==> config.mk <==
export PLATFORM = sky130hd
export DESIGN_NAME = irpw_rx_top
export DESIGN_NICKNAME = d
export VERILOG_FILES = /design/src/rtl/irpw_pkg.sv /design/src/rtl/irpw_front.sv /design/src/rtl/irpw_divider.sv /design/src/rtl/irpw_timer.sv /design/src/rtl/irpw_fifo.sv /design/src/rtl/irpw_rx_top.sv
export SDC_FILE = /design/constraint.sdc
export NUM_CORES = 1
export LEC_CHECK = 0
export CAP_MARGIN = 20
export CORE_ASPECT_RATIO = 0.8
export CORE_MARGIN = 2
export CORE_UTILIZATION = 30
export DETAILED_ROUTE_END_ITERATION = 16
export DONT_BUFFER_PORTS = 1
export PLACE_DENSITY_LB_ADDON = 0.2
export SLEW_MARGIN = 20
export SYNTH_ARGS = -nofsm -noshare
export SYNTH_HDL_FRONTEND = slang
export SYNTH_SLANG_ARGS = --single-unit
==> constraint.sdc <==
create_clock -name clk -period 3.8 [get_ports clk]
set_input_delay 0.76 -clock clk [delete_from_list [all_inputs] [get_ports clk]]
set_output_delay 0.76 -clock clk [all_outputs]
set_load 0.01 [all_outputs]
==> src/rtl/irpw_pkg.sv <==
package irpw_pkg;

    typedef enum logic [1:0] {
        EDGE_OFF  = 2'd0,
        EDGE_FALL = 2'd1,
        EDGE_RISE = 2'd2,
        EDGE_BOTH = 2'd3
    } edge_mode_e;

    localparam int DEF_COUNT_W = 16;
    localparam int DEF_DIV_W   = 16;
    localparam int DEF_FILT_W  = 8;
    localparam int DEF_DEPTH   = 8;

    typedef struct packed {
        logic timeout;
        logic overrun;
        logic busy;
        logic service;
    } rx_status_t;

    function automatic logic edge_hit(edge_mode_e mode, logic prev, logic cur);
        case (mode)
            EDGE_FALL: return prev & ~cur;
            EDGE_RISE: return ~prev & cur;
            EDGE_BOTH: return prev ^ cur;
            default:   return 1'b0;
        endcase
    endfunction

endpackage

==> src/rtl/irpw_front.sv <==
module irpw_front #(
    parameter int FILT_W = 8
) (
    input  logic              clk,
    input  logic              rst,
    input  logic              en,
    input  logic              raw_in,
    input  logic [FILT_W-1:0] min_width,
    output logic              lvl_o
);
    logic [1:0]        sync_q;
    logic [FILT_W-1:0] run_q;
    logic              lvl_q;
    logic              differ;
    logic              accept;

    always_ff @(posedge clk) begin
        if (rst) sync_q <= '0;
        else     sync_q <= {sync_q[0], raw_in};
    end

    assign differ = (sync_q[1] != lvl_q);
    assign accept = ({1'b0, run_q} + (FILT_W+1)'(1)) >= {1'b0, min_width};

    always_ff @(posedge clk) begin
        if (rst) begin
            lvl_q <= 1'b0;
            run_q <= '0;
        end else if (!en) begin
            lvl_q <= sync_q[1];
            run_q <= '0;
        end else if (differ) begin
            if (accept) begin
                lvl_q <= sync_q[1];
                run_q <= '0;
            end else begin
                run_q <= run_q + FILT_W'(1);
            end
        end else begin
            run_q <= '0;
        end
    end

    assign lvl_o = lvl_q;

    // with the filter bypassed a new level is taken on the next edge
    a_r7_bypass_follow: assert property (@(posedge clk) disable iff (rst)
        (en && min_width == '0 && differ) |=> (lvl_o == $past(sync_q[1])));

endmodule

==> src/rtl/irpw_divider.sv <==
module irpw_divider #(
    parameter int DIV_W = 16
) (
    input  logic             clk,
    input  logic             rst,
    input  logic             clr,
    input  logic [DIV_W-1:0] div,
    output logic             tick
);
    logic [DIV_W-1:0] cnt_q;

    assign tick = (cnt_q == div);

    always_ff @(posedge clk) begin
        if (rst || clr)  cnt_q <= '0;
        else if (tick)   cnt_q <= '0;
        else             cnt_q <= cnt_q + DIV_W'(1);
    end

endmodule

==> src/rtl/irpw_timer.sv <==
module irpw_timer
    import irpw_pkg::*;
#(
    parameter int COUNT_W = 16
) (
    input  logic               clk,
    input  logic               rst,
    input  logic               en,
    input  edge_mode_e         mode,
    input  logic               lvl,
    input  logic               inv,
    input  logic               keep_marker,
    input  logic               tick,
    output logic               div_clr,
    output logic               push,
    output logic               push_tmo,
    output logic               push_lvl,
    output logic [COUNT_W-1:0] push_cnt,
    output logic               busy,
    output logic               ovf
);
    localparam logic [COUNT_W-1:0] CNT_MAX = '1;

    logic               prev_q;
    logic               active_q;
    logic [COUNT_W-1:0] cnt_q;
    logic               hit;
    logic               at_max;

    assign hit     = en && edge_hit(mode, prev_q, lvl);
    assign at_max  = (cnt_q == CNT_MAX);
    assign ovf     = en && active_q && !hit && tick && at_max;
    assign div_clr = !en || !active_q || hit;

    assign push     = (hit && active_q) || (ovf && keep_marker);
    assign push_tmo = ovf;
    assign push_lvl = ovf ? 1'b0 : (prev_q ^ inv);
    assign push_cnt = ovf ? CNT_MAX :
                      ((tick && !at_max) ? cnt_q + COUNT_W'(1) : cnt_q);
    assign busy     = active_q;

    always_ff @(posedge clk) begin
        if (rst) prev_q <= 1'b0;
        else     prev_q <= lvl;
    end

    always_ff @(posedge clk) begin
        if (rst || !en) begin
            active_q <= 1'b0;
            cnt_q    <= '0;
        end else if (hit) begin
            active_q <= 1'b1;
            cnt_q    <= '0;
        end else if (active_q && tick) begin
            if (at_max) begin
                active_q <= 1'b0;
                cnt_q    <= '0;
            end else begin
                cnt_q <= cnt_q + COUNT_W'(1);
            end
        end
    end

    a_r6_stop_on_ovf: assert property (@(posedge clk) disable iff (rst)
        ovf |=> !busy);
    a_r13_off_idle: assert property (@(posedge clk) disable iff (rst)
        !en |=> !busy);
    a_r3_none_stays_idle: assert property (@(posedge clk) disable iff (rst)
        (mode == EDGE_OFF && !busy) |=> !busy);
    a_r14_busy_needs_en: assert property (@(posedge clk) disable iff (rst)
        busy |-> $past(en));

endmodule

==> src/rtl/irpw_fifo.sv <==
module irpw_fifo #(
    parameter int DEPTH = 8,
    parameter int W     = 18,
    localparam int AW   = (DEPTH > 1) ? $clog2(DEPTH) : 1,
    localparam int LW   = $clog2(DEPTH + 1)
) (
    input  logic          clk,
    input  logic          rst,
    input  logic          push,
    input  logic [W-1:0]  din,
    input  logic          pop,
    output logic [W-1:0]  dout,
    output logic          empty,
    output logic          full,
    output logic          drop,
    output logic [LW-1:0] level
);
    logic [W-1:0]  mem_q [DEPTH];
    logic [AW-1:0] wp_q;
    logic [AW-1:0] rp_q;
    logic [LW-1:0] lvl_q;
    logic          wr;
    logic          rd;

    function automatic logic [AW-1:0] bump(logic [AW-1:0] p);
        return (p == AW'(DEPTH - 1)) ? '0 : p + AW'(1);
    endfunction

    assign empty = (lvl_q == '0);
    assign full  = (lvl_q == LW'(DEPTH));
    assign wr    = push && !full;
    assign rd    = pop && !empty;
    assign drop  = push && full;
    assign dout  = mem_q[rp_q];
    assign level = lvl_q;

    always_ff @(posedge clk) begin
        if (wr) mem_q[wp_q] <= din;
    end

    always_ff @(posedge clk) begin
        if (rst) begin
            wp_q  <= '0;
            rp_q  <= '0;
            lvl_q <= '0;
        end else begin
            if (wr) wp_q <= bump(wp_q);
            if (rd) rp_q <= bump(rp_q);
            case ({wr, rd})
                2'b10:   lvl_q <= lvl_q + LW'(1);
                2'b01:   lvl_q <= lvl_q - LW'(1);
                default: lvl_q <= lvl_q;
            endcase
        end
    end

    a_r9_level_bound: assert property (@(posedge clk) disable iff (rst)
        lvl_q <= LW'(DEPTH));
    a_r9_pop_empty_ignored: assert property (@(posedge clk) disable iff (rst)
        (empty && pop && !push) |=> empty);
    a_r10_drop_keeps_full: assert property (@(posedge clk) disable iff (rst)
        (full && push && !pop) |=> full);

endmodule

==> src/rtl/irpw_rx_top.sv <==
module irpw_rx_top
    import irpw_pkg::*;
#(
    parameter int COUNT_W = DEF_COUNT_W,
    parameter int DIV_W   = DEF_DIV_W,
    parameter int FILT_W  = DEF_FILT_W,
    parameter int DEPTH   = DEF_DEPTH,
    localparam int REC_W  = COUNT_W + 2,
    localparam int LW     = $clog2(DEPTH + 1)
) (
    input  logic              clk,
    input  logic              rst,
    input  logic              cfg_en,
    input  logic [DIV_W-1:0]  cfg_div,
    input  logic [1:0]        cfg_edge,
    input  logic              cfg_inv,
    input  logic [FILT_W-1:0] cfg_filt,
    input  logic              cfg_ovf_marker,
    input  logic              cfg_wm_half,
    input  logic              cfg_loopback,
    input  logic              ie_srv,
    input  logic              ie_tmo,
    input  logic              ie_ovr,
    input  logic              st_clr,
    input  logic              ir_in,
    input  logic              tx_loop_in,
    input  logic              rd_en,
    output logic [REC_W-1:0]  rd_data,
    output logic              rd_empty,
    output logic [LW-1:0]     rd_level,
    output logic              st_timeout,
    output logic              st_overrun,
    output logic              st_busy,
    output logic              st_service,
    output logic              irq
);
    localparam logic [LW-1:0] HALF = LW'(DEPTH / 2);

    logic               src;
    logic               flt_lvl;
    logic               tick;
    logic               div_clr;
    logic               t_push;
    logic               t_tmo;
    logic               t_lvl;
    logic [COUNT_W-1:0] t_cnt;
    logic               t_busy;
    logic               t_ovf;
    logic               q_full;
    logic               q_drop;
    rx_status_t         stat_q;
    rx_status_t         stat;

    assign src = cfg_loopback ? tx_loop_in : ir_in;

    irpw_front #(.FILT_W(FILT_W)) u_front (
        .clk       (clk),
        .rst       (rst),
        .en        (cfg_en),
        .raw_in    (src),
        .min_width (cfg_filt),
        .lvl_o     (flt_lvl)
    );

    irpw_divider #(.DIV_W(DIV_W)) u_div (
        .clk  (clk),
        .rst  (rst),
        .clr  (div_clr),
        .div  (cfg_div),
        .tick (tick)
    );

    irpw_timer #(.COUNT_W(COUNT_W)) u_timer (
        .clk         (clk),
        .rst         (rst),
        .en          (cfg_en),
        .mode        (edge_mode_e'(cfg_edge)),
        .lvl         (flt_lvl),
        .inv         (cfg_inv),
        .keep_marker (cfg_ovf_marker),
        .tick        (tick),
        .div_clr     (div_clr),
        .push        (t_push),
        .push_tmo    (t_tmo),
        .push_lvl    (t_lvl),
        .push_cnt    (t_cnt),
        .busy        (t_busy),
        .ovf         (t_ovf)
    );

    irpw_fifo #(.DEPTH(DEPTH), .W(REC_W)) u_fifo (
        .clk   (clk),
        .rst   (rst),
        .push  (t_push),
        .din   ({t_tmo, t_lvl, t_cnt}),
        .pop   (rd_en),
        .dout  (rd_data),
        .empty (rd_empty),
        .full  (q_full),
        .drop  (q_drop),
        .level (rd_level)
    );

    always_ff @(posedge clk) begin
        if (rst) begin
            stat_q <= '0;
        end else begin
            stat_q.timeout <= (stat_q.timeout && !st_clr) || t_ovf;
            stat_q.overrun <= (stat_q.overrun && !st_clr) || q_drop;
            stat_q.busy    <= 1'b0;
            stat_q.service <= 1'b0;
        end
    end

    always_comb begin
        stat         = stat_q;
        stat.busy    = t_busy;
        stat.service = cfg_wm_half ? (rd_level >= HALF) : !rd_empty;
    end

    assign st_timeout = stat.timeout;
    assign st_overrun = stat.overrun;
    assign st_busy    = stat.busy;
    assign st_service = stat.service;
    assign irq = (ie_srv && stat.service) || (ie_tmo && stat.timeout) ||
                 (ie_ovr && stat.overrun);

    a_r6_timeout_flag: assert property (@(posedge clk) disable iff (rst)
        t_ovf |=> st_timeout);
    a_r10_drop_flags: assert property (@(posedge clk) disable iff (rst)
        (q_drop && q_full) |=> st_overrun);
    a_r10_clear: assert property (@(posedge clk) disable iff (rst)
        (st_clr && !q_drop) |=> !st_overrun);
    a_r11_nonempty_irq: assert property (@(posedge clk) disable iff (rst)
        (ie_srv && !cfg_wm_half && !rd_empty) |-> irq);
    a_r12_timeout_irq: assert property (@(posedge clk) disable iff (rst)
        (ie_tmo && st_timeout) |-> irq);

endmodule

==> flow_metrics.py, run 1 <==
metrics = {
    "layout": {
        "final_cells": 1051,
        "antenna_cells": 0,
        "drive_gt1_share_pct": 17.5,
        "fin_nets": 717,
        "syn_to_final_growth_pct": 14.5,
        "seq_area_um2": 5530,
        "multi_input_area_um2": 3190,
        "fillCellCount": 2846,
    },
    "drt": {
        "post_drt_wl_per_cell_um": 17.9,
        "wl_met2_mm": 8.74,
        "wl_met1_mm": 8.77,
        "ant_nets": 0,
        "wl_mm": 18.8,
        "highest_layer": "met4",
        "met3_length_um": 863,
        "num_vias": 5016,
        "remaining_drc_errors": 0,
        "drt_iter0_drc": 270,
        "vias_per_cell": 4.77,
        "first_pass_iters": 5,
    },
    "sta": {
        "skew_ns": 0.0113,
        "holdWs_ns": 0.311,
        "worst_pin_slew_ns": 0.768,
        "finalSetupTns_ns": 0,
        "max-slew-margin-rel_pct": 48.8,
        "setup_viol": 0,
        "min_period_ns": 3.45,
        "max_freq_ghz": 0.290,
        "setup_ws_ns": 0.350,
        "rsz0062_at_grt": "no",
        "min_period_over_period_pct": 90.8,
        "hold_viol_final": 0,
        "drv_slew": 0,
    },
    "grt": {
        "overflow": 0,
        "grt_max_degree": 37,
        "grt_pass1_wl_mm": 29.7,
        "grt_pass1_vias": 5201,
        "grt_usage_pct": 12.4,
        "antenna_found_initial": 0,
    },
    "pwr": {
        "power_mw": 4.58,
        "max-vdd-ir-drop_mv": 0.305,
        "power.leakage_nw": 3.34,
        "powerDensity_nw_per_um2": 452,
    },
    "synthesis": {
        "async_flop_share_pct": 0,
        "synth_edf_count": 144,
        "syn_inst": 637,
        "yosysTopAreaCellShare_pct": 48.8,
        "synth_cell_type_count": 50,
        "synth_area_leader_cell": "edfxtp_1",
        "synth_area_um2": 8850,
        "yosysSeqAreaShare_pct": 62.4,
        "synth.net_count": 697,
        "ys_ff_latch": 204,
        "postSynthAreaPerCell_um2": 13.9,
        "synth_flop_cell": "edfxtp_1",
        "yosys-top-cells-area": "edfxtp_1 (49%), dfxtp_1 (14%), mux4_2 (9.2%)",
        "yosys_warnings": 0,
    },
    "critical_path": {
        "worstPathMaxFanout": 9,
        "endpoint_kind": "register",
        "start_kind": "register",
        "crit_required_ns": 4.25,
        "path_class": "reg -> reg",
        "worstPathArrival_ns": 3.90,
    },
    "floorplan": {
        "die_y_um": 158,
        "initial_core_util_pct": 30.4,
        "ios": 68,
        "core_area_um2": 29100,
        "die_area_um2": 30900,
        "rows": 56,
        "die-width_um": 196,
    },
    "placed_design": {
        "dp_slack_ns": 0.391,
        "port_buffers": 0,
        "place_congestion": 0.826,
        "place_hpwl_mm": 12.0,
        "place_inst": 1009,
    },
    "cts": {
        "cts_buffers": 23,
        "post_cts_buffers": 0,
        "clockRootBuffer": "clkbuf_16",
        "cts_tree": "built",
        "cts_sinks": 204,
        "cts.reportedPaths.clkPinSlew_ns": 0.06,
        "h-tree-depth": 1,
        "cts_hold_buf": 0,
        "clk_path_buf_depth": 3,
        "clk_latency_ns": 0.51,
        "ctsResizeCount": 0,
    },
    "run_status": {
        "status": "finished, final reports clean",
    },
    "hold_path": {
        "hold_class": "in -> reg",
    },
    "run": {
        "drv_cap": 0,
    },
}
-- path summary, 6_finish.rpt --
path,end,depth (start not counted),slack [ns],from
setup reg to reg,u_fifo.level[2],12,0.35,u_timer.cnt_q[0]
hold / removal,u_timer.prev_q,1,0.31,rst
setup / recovery,u_fifo.level[2],12,0.35,u_timer.cnt_q[0]
hold reg to reg,u_front.sync_q[1],1,0.44,u_front.sync_q[0]
-- cells in the final DEF (no fill, tap or decap), types with 5 or more instances in the layout --
master	count
nand3_1	26
ha_1	20
clkbuf_1	6
o21ai_0	10
xnor2_1	37
a21oi_1	22
mux4_2	36
mux2_2	18
edfxtp_1	144
nor2_1	62
or3_1	8
clkinv_2	5
nor2b_1	9
nand2_1	40
dfxtp_1	59
buf_4	19
nand2b_1	6
and3_1	10
inv_1	16
clkbuf_16	23
nand4_1	11
xor2_1	24
-- final cells by class --
cell class / count / share of cell area (%)
multi-input cells: 392 / 31.4
well taps: 377 / 4.65
inverters: 17 / 0.629
clock buffers: 29 / 5.90
clock inverters: 13 / 1.48
flip-flops and latches: 204 / 54.5
repair buffers: 19 / 1.41
-- worst max-delay path, stage by stage (launching register included) --
cell and delay, ns:
dfxtp_1 0.47, ha_1 0.25, nand3_1 0.11, or4_1 0.69, nor4_2 0.35, a21oi_2 0.17
ha_1 0.29, xor2_1 0.16, ha_1 0.19, a21oi_1 0.15, xor2_1 0.10, or3_1 0.31
a21oi_1 0.14
-- layer usage --
metal | global-route usage, % | vias to the layer above
li1 | - | 2404
met1 | 17.0 | 2477
met2 | 20.1 | 110
met3 | 2.62 | 25
met4 | 3.46 | 0
met5 | 0 | -
-- flip-flops by register name, summed over array words and instances (netlist names), 2 cells and up, named ones only --
name	count
u_fifo.mem_q	144
u_fifo.rp_q	3
u_div.cnt_q	16
u_timer.cnt_q	16
u_fifo.level	4
u_front.sync_q	2
u_fifo.wp_q	3
u_front.run_q	8
-- where the power goes --
group / switching, mW / internal [mW] / total, mW
registers: 0.00164 / 2.35 / 2.36
logic: 0.0203 / 0.0173 / 0.0377
clock network: 0.864 / 1.32 / 2.19
-- cell families (layout without fill, tap and decap cells) --
logic type | Yosys count | in the layout | synth area share, %
DFF | 204 | 204 | 62.4
muxes | 58 | 58 | 11.9
adders and majority gates | 20 | 20 | 2.83
xor gates and xnor gates | 61 | 61 | 6.03
and+or+nand+nor | 206 | 206 | 11.9
buffers and inverters | 41 | 78 | 1.82
AOI/OAI and AO/OA | 47 | 47 | 3.08
-- stage by stage --
step	cell area, µm²	util, %
detailed placement	9390	32.2
global placement	9390	32.2
CTS	10100	34.8
global route	10100	34.8
finish	10100	34.8
floorplan	8860	-
-- synthesized netlist by cell type (3+ instances only) --
cell type and instances:
a21oi_1 22, a31oi_1 3, and2_1 4, and3_1 10, buf_2 3, clkbuf_1 18
dfxtp_1 60, edfxtp_1 144, ha_1 20, inv_1 16, mux2_2 18, mux2i_1 4
mux4_2 36, nand2_1 40, nand2b_1 6, nand3_1 26, nand3b_1 3, nand4_1 11
nor2_1 62, nor2b_1 9, nor3_1 6, nor3b_1 3, o211ai_1 3, o21a_1 4
o21ai_0 10, or3_1 8, xnor2_1 37, xor2_1 24
No activity file was read; power rests on OpenSTA's default activity.
==> inputs of run 2 (changes only) <==
--- a/config.mk
+++ b/config.mk
@@ -5,6 +5,7 @@
 export SDC_FILE = /design/constraint.sdc
 export NUM_CORES = 1
 export LEC_CHECK = 0
+export ABC_AREA = 1
 export CAP_MARGIN = 20
 export CORE_ASPECT_RATIO = 0.8
 export CORE_MARGIN = 2
==> run 2 against run 1 <==
Net effect:
- area after synthesis increased by 3.6%
- highest routed layer unchanged
- hold slack got worse by 0.018 ns
- sequential power increased by 3%
- clock-buffer cell count decreased by 2
- wire length increased by 14%
- critical path depth decreased by 6
- flip-flop and latch count unchanged
==> flow_metrics.py, run 2 <==
metrics = {
    "layout": {
        "final_cell_area_um2": 10600,
        "largest-register": "u_fifo.mem_q",
        "largest_register_ffs": 144,
        "fin_nets": 1021,
        "mostFrequentLayoutCell": "nor2_1",
        "syn_to_final_growth_pct": 15.9,
        "largestRegisters": "u_fifo.mem_q x144, u_div.cnt_q x16, u_timer.cnt_q x16",
        "drive_gt1_share_pct": 11.5,
        "antenna_cells": 0,
        "layout_common_cells": "nor2_1 (182), edfxtp_1 (144), nand2_1 (117)",
        "fillCellCount": 3100,
    },
    "synthesis": {
        "synth_edf_count": 144,
        "yosysSeqAreaShare_pct": 60.2,
        "synth_area_leader_cell": "edfxtp_1",
        "synth_common_cells": "nor2_1 (182), edfxtp_1 (144), nand2_1 (117), o21ai_0 (101), inv_1 (74)",
        "yosysTopAreaCellShare_pct": 47.1,
        "yosys_warnings": 0,
        "syn_inst": 936,
        "yosys-top-cells-area": "edfxtp_1 (47%), dfxtp_1 (13%), nor2_1 (7.4%)",
        "async_flop_share_pct": 0,
        "synth.most_common_cell": "nor2_1",
        "synth_cell_type_count": 45,
        "synth_area_um2": 9170,
        "ys_ff_latch": 204,
        "synth_flop_cell": "edfxtp_1",
        "synth.net_count": 996,
        "postSynthAreaPerCell_um2": 9.80,
    },
    "critical_path": {
        "worstPathMaxFanout": 72,
        "worstPathArrival_ns": 2.48,
        "cpMaxStageDelayCell": "buf_4",
        "path_class": "reg -> out",
        "crit_family": "buffers and inverters",
        "crit_top_cell": "buf_4",
        "worst_path_largest_cell_delay_ns": 0.60,
        "worst-path-buf-inv": 2,
        "crit_chain": "buf_4 -> o21ai_0 -> o22ai_1 -> nor2_1 -> a31oi_1 -> buf_4",
        "start_kind": "register",
        "crit_required_ns": 3.04,
        "endpoint_kind": "primary output",
    },
    "drt": {
        "first_pass_iters": 5,
        "drt_iter0_drc": 441,
        "ant_nets": 0,
        "wl_mm": 21.4,
        "vias_per_cell": 4.55,
        "remaining_drc_errors": 0,
        "post_drt_wl_per_cell_um": 15.4,
        "num_vias": 6323,
    },
    "floorplan": {
        "die_area_um2": 32000,
        "initial_core_util_pct": 30.3,
        "ios": 68,
        "die-width_um": 200,
        "die_y_um": 160,
        "rows": 57,
        "core_area_um2": 30200,
    },
    "sta": {
        "min_period_over_period_pct": 85.4,
        "holdWs_ns": 0.293,
        "max_freq_ghz": 0.308,
        "max-slew-margin-rel_pct": 33.1,
        "rsz0062_at_grt": "no",
        "hold_viol_final": 0,
        "skew_ns": 0.0137,
        "min_period_ns": 3.24,
        "worst_pin_slew_ns": 0.992,
        "drv_slew": 0,
        "setup_viol": 0,
        "finalSetupTns_ns": 0,
    },
    "cts": {
        "post_cts_buffers": 0,
        "cts_sinks": 204,
        "clockRootBuffer": "clkbuf_16",
        "cts_tree": "built",
        "cts_buffers": 23,
        "cts_hold_buf": 0,
        "h-tree-depth": 1,
        "cts.reportedPaths.clkPinSlew_ns": 0.06,
        "clk_latency_ns": 0.52,
        "ctsResizeCount": 0,
        "clk_path_buf_depth": 3,
    },
    "pwr": {
        "max-vdd-ir-drop_mv": 0.302,
        "powerDensity_nw_per_um2": 569,
        "power_mw": 6.05,
        "power.leakage_nw": 3.96,
    },
    "placed_design": {
        "port_buffers": 0,
        "place_hpwl_mm": 13.6,
        "place_congestion": 0.781,
        "placed_area_um2": 9840,
    },
    "grt": {
        "antenna_found_initial": 0,
        "grt_max_degree": 73,
        "grt_usage_pct": 13.7,
        "grt_pass1_vias": 6161,
        "overflow": 0,
        "grt_pass1_wl_mm": 34.3,
    },
    "run": {
        "drv_cap": 0,
    },
    "run_status": {
        "status": "finished, final reports clean",
    },
    "hold_path": {
        "hold_class": "in -> reg",
    },
}
run 2: path summary, 6_finish.rpt:
kind                startpoint           endpoint  slack [ns]  cells past startpoint
min                        rst         st_timeout        0.29                      1
min reg2reg  u_front.sync_q[0]  u_front.sync_q[1]        0.40                      2
max reg2reg   u_timer.cnt_q[0]    u_fifo.level[3]        0.95                     17
max                   register         rd_data[6]        0.56                      6
run 2: logic make-up (layout without fill, tap and decap cells):
group                      Yosys count  after routing  synth area share (%)
and+or+nand+nor                    382            382                  18.4
DFF                                204            204                  60.2
AOI/OAI and AO/OA                  185            185                  11.1
buffers and inverters              119            161                  5.05
xor gates and xnor gates            26             26                  2.48
adders and majority gates           20             20                  2.73
run 2: worst register-to-register path: cells and delay by family, from the launching register on:
family	cells	cell delay [ns]
AO/OA/AOI/OAI	4	0.46
XOR/XNOR	1	0.15
adder cells (fa/ha/maj)	2	0.50
buffers and inverters	1	0.09
flip-flops	1	0.40
AND/OR/NAND/NOR	9	1.14
run 2: layer usage:
metal | GRT usage, % | wire, µm | up-vias
met5 | 0 | 0 | -
met4 | 3.00 | 385 | 0
met1 | 19.8 | 10700 | 2914
li1 | - | - | 3252
met2 | 21.3 | 9310 | 129
met3 | 2.50 | 1060 | 28
run 2: layout make-up:
type / count / area (µm²) / share of cell area [%]
Clock inverter: 15 / 196 / 1.85
Timing Repair Buffer: 35 / 263 / 2.47
Multi-Input combinational cell: 613 / 3230 / 30.3
Sequential cell: 204 / 5530 / 52.0
Tap cell: 413 / 517 / 4.86
Inverter: 84 / 315 / 2.97
Clock buffer: 27 / 591 / 5.55
run 2: stage by stage:
step | utilization, % | std cells | setup WS [ns]
global placement | 32.5 | 1348 | 0.943
finish | 35.2 | 1391 | 0.555
floorplan | - | 936 | 0.474
CTS | 35.1 | 1390 | 0.487
global route | 35.2 | 1391 | 0.362
detailed placement | 32.5 | 1348 | 0.891
run 2: power breakdown:
| part | internal [mW] | total [mW] | switching (mW) |
|---|---|---|---|
| logic | 0.491 | 1.30 | 0.806 |
| registers | 2.39 | 2.43 | 0.0423 |
| clock network | 1.40 | 2.32 | 0.920 |
==> inputs of run 3 (changes only) <==
--- a/config.mk
+++ b/config.mk
@@ -8,7 +8,7 @@
 export ABC_AREA = 1
 export CAP_MARGIN = 20
 export CORE_ASPECT_RATIO = 0.8
-export CORE_MARGIN = 2
+export CORE_MARGIN = 8
 export CORE_UTILIZATION = 30
 export DETAILED_ROUTE_END_ITERATION = 16
 export DONT_BUFFER_PORTS = 1
==> constraint.sdc (replaced) <==
create_clock -name clk -period 2.9 [get_ports clk]
set_input_delay 0.58 -clock clk [delete_from_list [all_inputs] [get_ports clk]]
set_output_delay 0.58 -clock clk [all_outputs]
set_load 0.01 [all_outputs]
==> run 3 against run 2 <==
Net effect:
- first-iteration DRC count is 27% lower
- combinational power increased by 32%
- largest power group unchanged
- clock skew increased by 0.013 ns
- final cell count increased by 1.5%
- critical path depth up 1
- die area up 14%
- wire length increased by 1.7%
- sequential power is 32% higher
- flip-flop and latch count unchanged
- via count rose by 1.0%
- clock-buffer cell count up 1
==> flow_metrics.py, run 3 (synthesis results as in run 2) <==
metrics = {
    "run_status": {
        "status": "finished, final reports clean",
    },
    "pwr": {
        "p_clk_share_pct": 36.9,
        "p_int_mw": 5.49,
        "pwr-share-comb_pct": 22.1,
        "seqPwrFrac_pct": 41.0,
        "power_mw": 7.79,
        "powerDensity_nw_per_um2": 721,
        "p_switching_mw": 2.30,
        "swShare_pct": 29.5,
        "max-vdd-ir-drop_mv": 0.401,
        "power.leakage_nw": 4.06,
    },
    "placed_design": {
        "dp_slack_ns": 0.273,
        "place_hpwl_mm": 13.9,
        "place_congestion": 0.784,
        "port_buffers": 0,
        "placed_area_um2": 10100,
    },
    "grt": {
        "grt_usage_pct": 11.9,
        "antenna_found_initial": 0,
        "overflow": 0,
        "grt_pass1_wl_mm": 34.5,
        "grt_pass1_vias": 6109,
        "grt_max_degree": 73,
    },
    "floorplan": {
        "rows": 57,
        "initial_core_util_pct": 30.3,
        "die_area_um2": 36500,
        "core_area_um2": 30200,
        "ios": 68,
        "die_y_um": 172,
        "die-width_um": 212,
    },
    "drt": {
        "wl_mm": 21.8,
        "remaining_drc_errors": 0,
        "ant_nets": 0,
        "post_drt_wl_per_cell_um": 15.4,
        "num_vias": 6387,
        "first_pass_iters": 4,
        "vias_per_cell": 4.52,
        "drt_iter0_drc": 320,
    },
    "critical_path": {
        "r2r-end": "u_fifo.level[3]",
        "worstPathMaxFanout": 72,
        "worstPathArrival_ns": 2.10,
        "path_class": "reg -> out",
        "reg2regPathDepth": 17,
        "cpMaxStageDelayCell": "dfxtp_2",
        "crit_chain": "clkinv_1 -> buf_12 -> o21ai_0 -> o22ai_1 -> nor2_1 -> a31oi_1 -> buf_4",
        "r2r_slack_ns": 0.28,
        "worst_path_largest_cell_delay_ns": 0.35,
        "endpoint_kind": "primary output",
        "regToRegStartpoint": "u_timer.cnt_q[0]",
        "crit_required_ns": 2.32,
        "start_kind": "register",
    },
    "layout": {
        "layout_common_cells": "nor2_1 (182), edfxtp_1 (144), nand2_1 (117)",
        "final_cell_area_um2": 10800,
        "fin_nets": 1041,
        "drive_gt1_share_pct": 13.0,
        "largestRegisters": "u_fifo.mem_q x144, u_div.cnt_q x16, u_timer.cnt_q x16",
        "largest-register": "u_fifo.mem_q",
        "antenna_cells": 0,
        "largest_register_ffs": 144,
        "syn_to_final_growth_pct": 17.9,
        "mostFrequentLayoutCell": "nor2_1",
    },
    "sta": {
        "worst_pin_slew_ns": 0.937,
        "skew_ns": 0.0266,
        "max_freq_ghz": 0.373,
        "setup_viol": 0,
        "drv_slew": 0,
        "setup_ws_ns": 0.220,
        "min_period_ns": 2.68,
        "hold_viol_final": 0,
        "min_period_over_period_pct": 92.4,
        "finalSetupTns_ns": 0,
        "max-slew-margin-rel_pct": 36.9,
    },
    "cts": {
        "cts_sinks": 204,
        "post_cts_buffers": 0,
        "cts.reportedPaths.clkPinSlew_ns": 0.06,
        "clk_latency_ns": 0.52,
        "ctsResizeCount": 0,
        "cts_tree": "built",
        "clk_path_buf_depth": 3,
        "cts_hold_buf": 0,
        "cts_buffers": 24,
        "clockRootBuffer": "clkbuf_16",
        "h-tree-depth": 1,
    },
    "run": {
        "drv_cap": 0,
    },
    "hold_path": {
        "whs_path_depth": 1,
        "min_to": "st_timeout",
        "hold_class": "in -> reg",
        "hp-start": "rst",
    },
}
-- run 3: cell count changes in the layout (fill, tap and decap cells not counted), moves of 2 or more --
cell | previous run | this run
buf_4 | 34 | 48
buf_12 | 0 | 6
o21ai_0 | 97 | 101
o21ai_1 | 7 | 3
clkinv_1 | 6 | 9
bufinv_16 | 4 | 2
clkinv_2 | 4 | 6
-- run 3: worst max-delay path by stage --
stage,start,end,slack [ns],cells past startpoint
floorplan,u_front.lvl_o,u_fifo.mem_q[6][0],-0.29,11
global placement,u_timer.cnt_q[0],u_fifo.level[2],0.32,17
detailed placement,u_timer.cnt_q[0],u_fifo.level[3],0.27,17
CTS,register,rd_data[16],0.19,7
global route,u_timer.cnt_q[0],u_fifo.level[3],-0.0004,17
finish,register,rd_data[16],0.22,7
-- run 3: final cells by class --
cell class / instances / area [µm²]
sequential: 204 / 5530
clock inverter: 16 / 134
tap: 413 / 517
timing repair buffer: 54 / 480
inverter: 84 / 315
fill: 3094 / 19400
multi-input combinational: 613 / 3230
clock buffer: 28 / 616
-- run 3: through the flow --
step	hold WS [ns]	util, %	cells
4_1_cts	0.110	35.7	1411
6_report	0.138	35.8	1412
2_1_floorplan	0.388	-	936
5_1_grt	0.111	35.8	1412
3_3_place_gp	0.411	33.3	1367
3_5_place_dp	0.409	33.3	1367
-- run 3: worst max-delay path, delay by kind of cell, from the launching register on --
kind | cells | cell delay, ns
flops | 1 | 0.35
compound gates | 3 | 0.59
simple gates | 1 | 0.06
buf+inv | 3 | 0.54
-- run 3: layer usage --
metal	share of wire, %	global-route usage, %	vias to the layer above
met4	1.8	2.59	0
met2	44	18.8	95
met3	5.0	2.57	30
li1	-	-	3300
met5	0	0	-
met1	50	16.5	2962
-- run 3: power groups by stage --
| stage | logic [mW] | clock network (mW) | registers (mW) |
|---|---|---|---|
| floorplan | 1.08 | 0 | 3.23 |
| global placement | 1.76 | 0 | 3.26 |
| detailed placement | 1.76 | 0 | 3.26 |
| CTS | 1.76 | 2.96 | 3.20 |
| global route | 1.94 | 3.08 | 3.20 |
| finish | 1.72 | 2.87 | 3.20 |
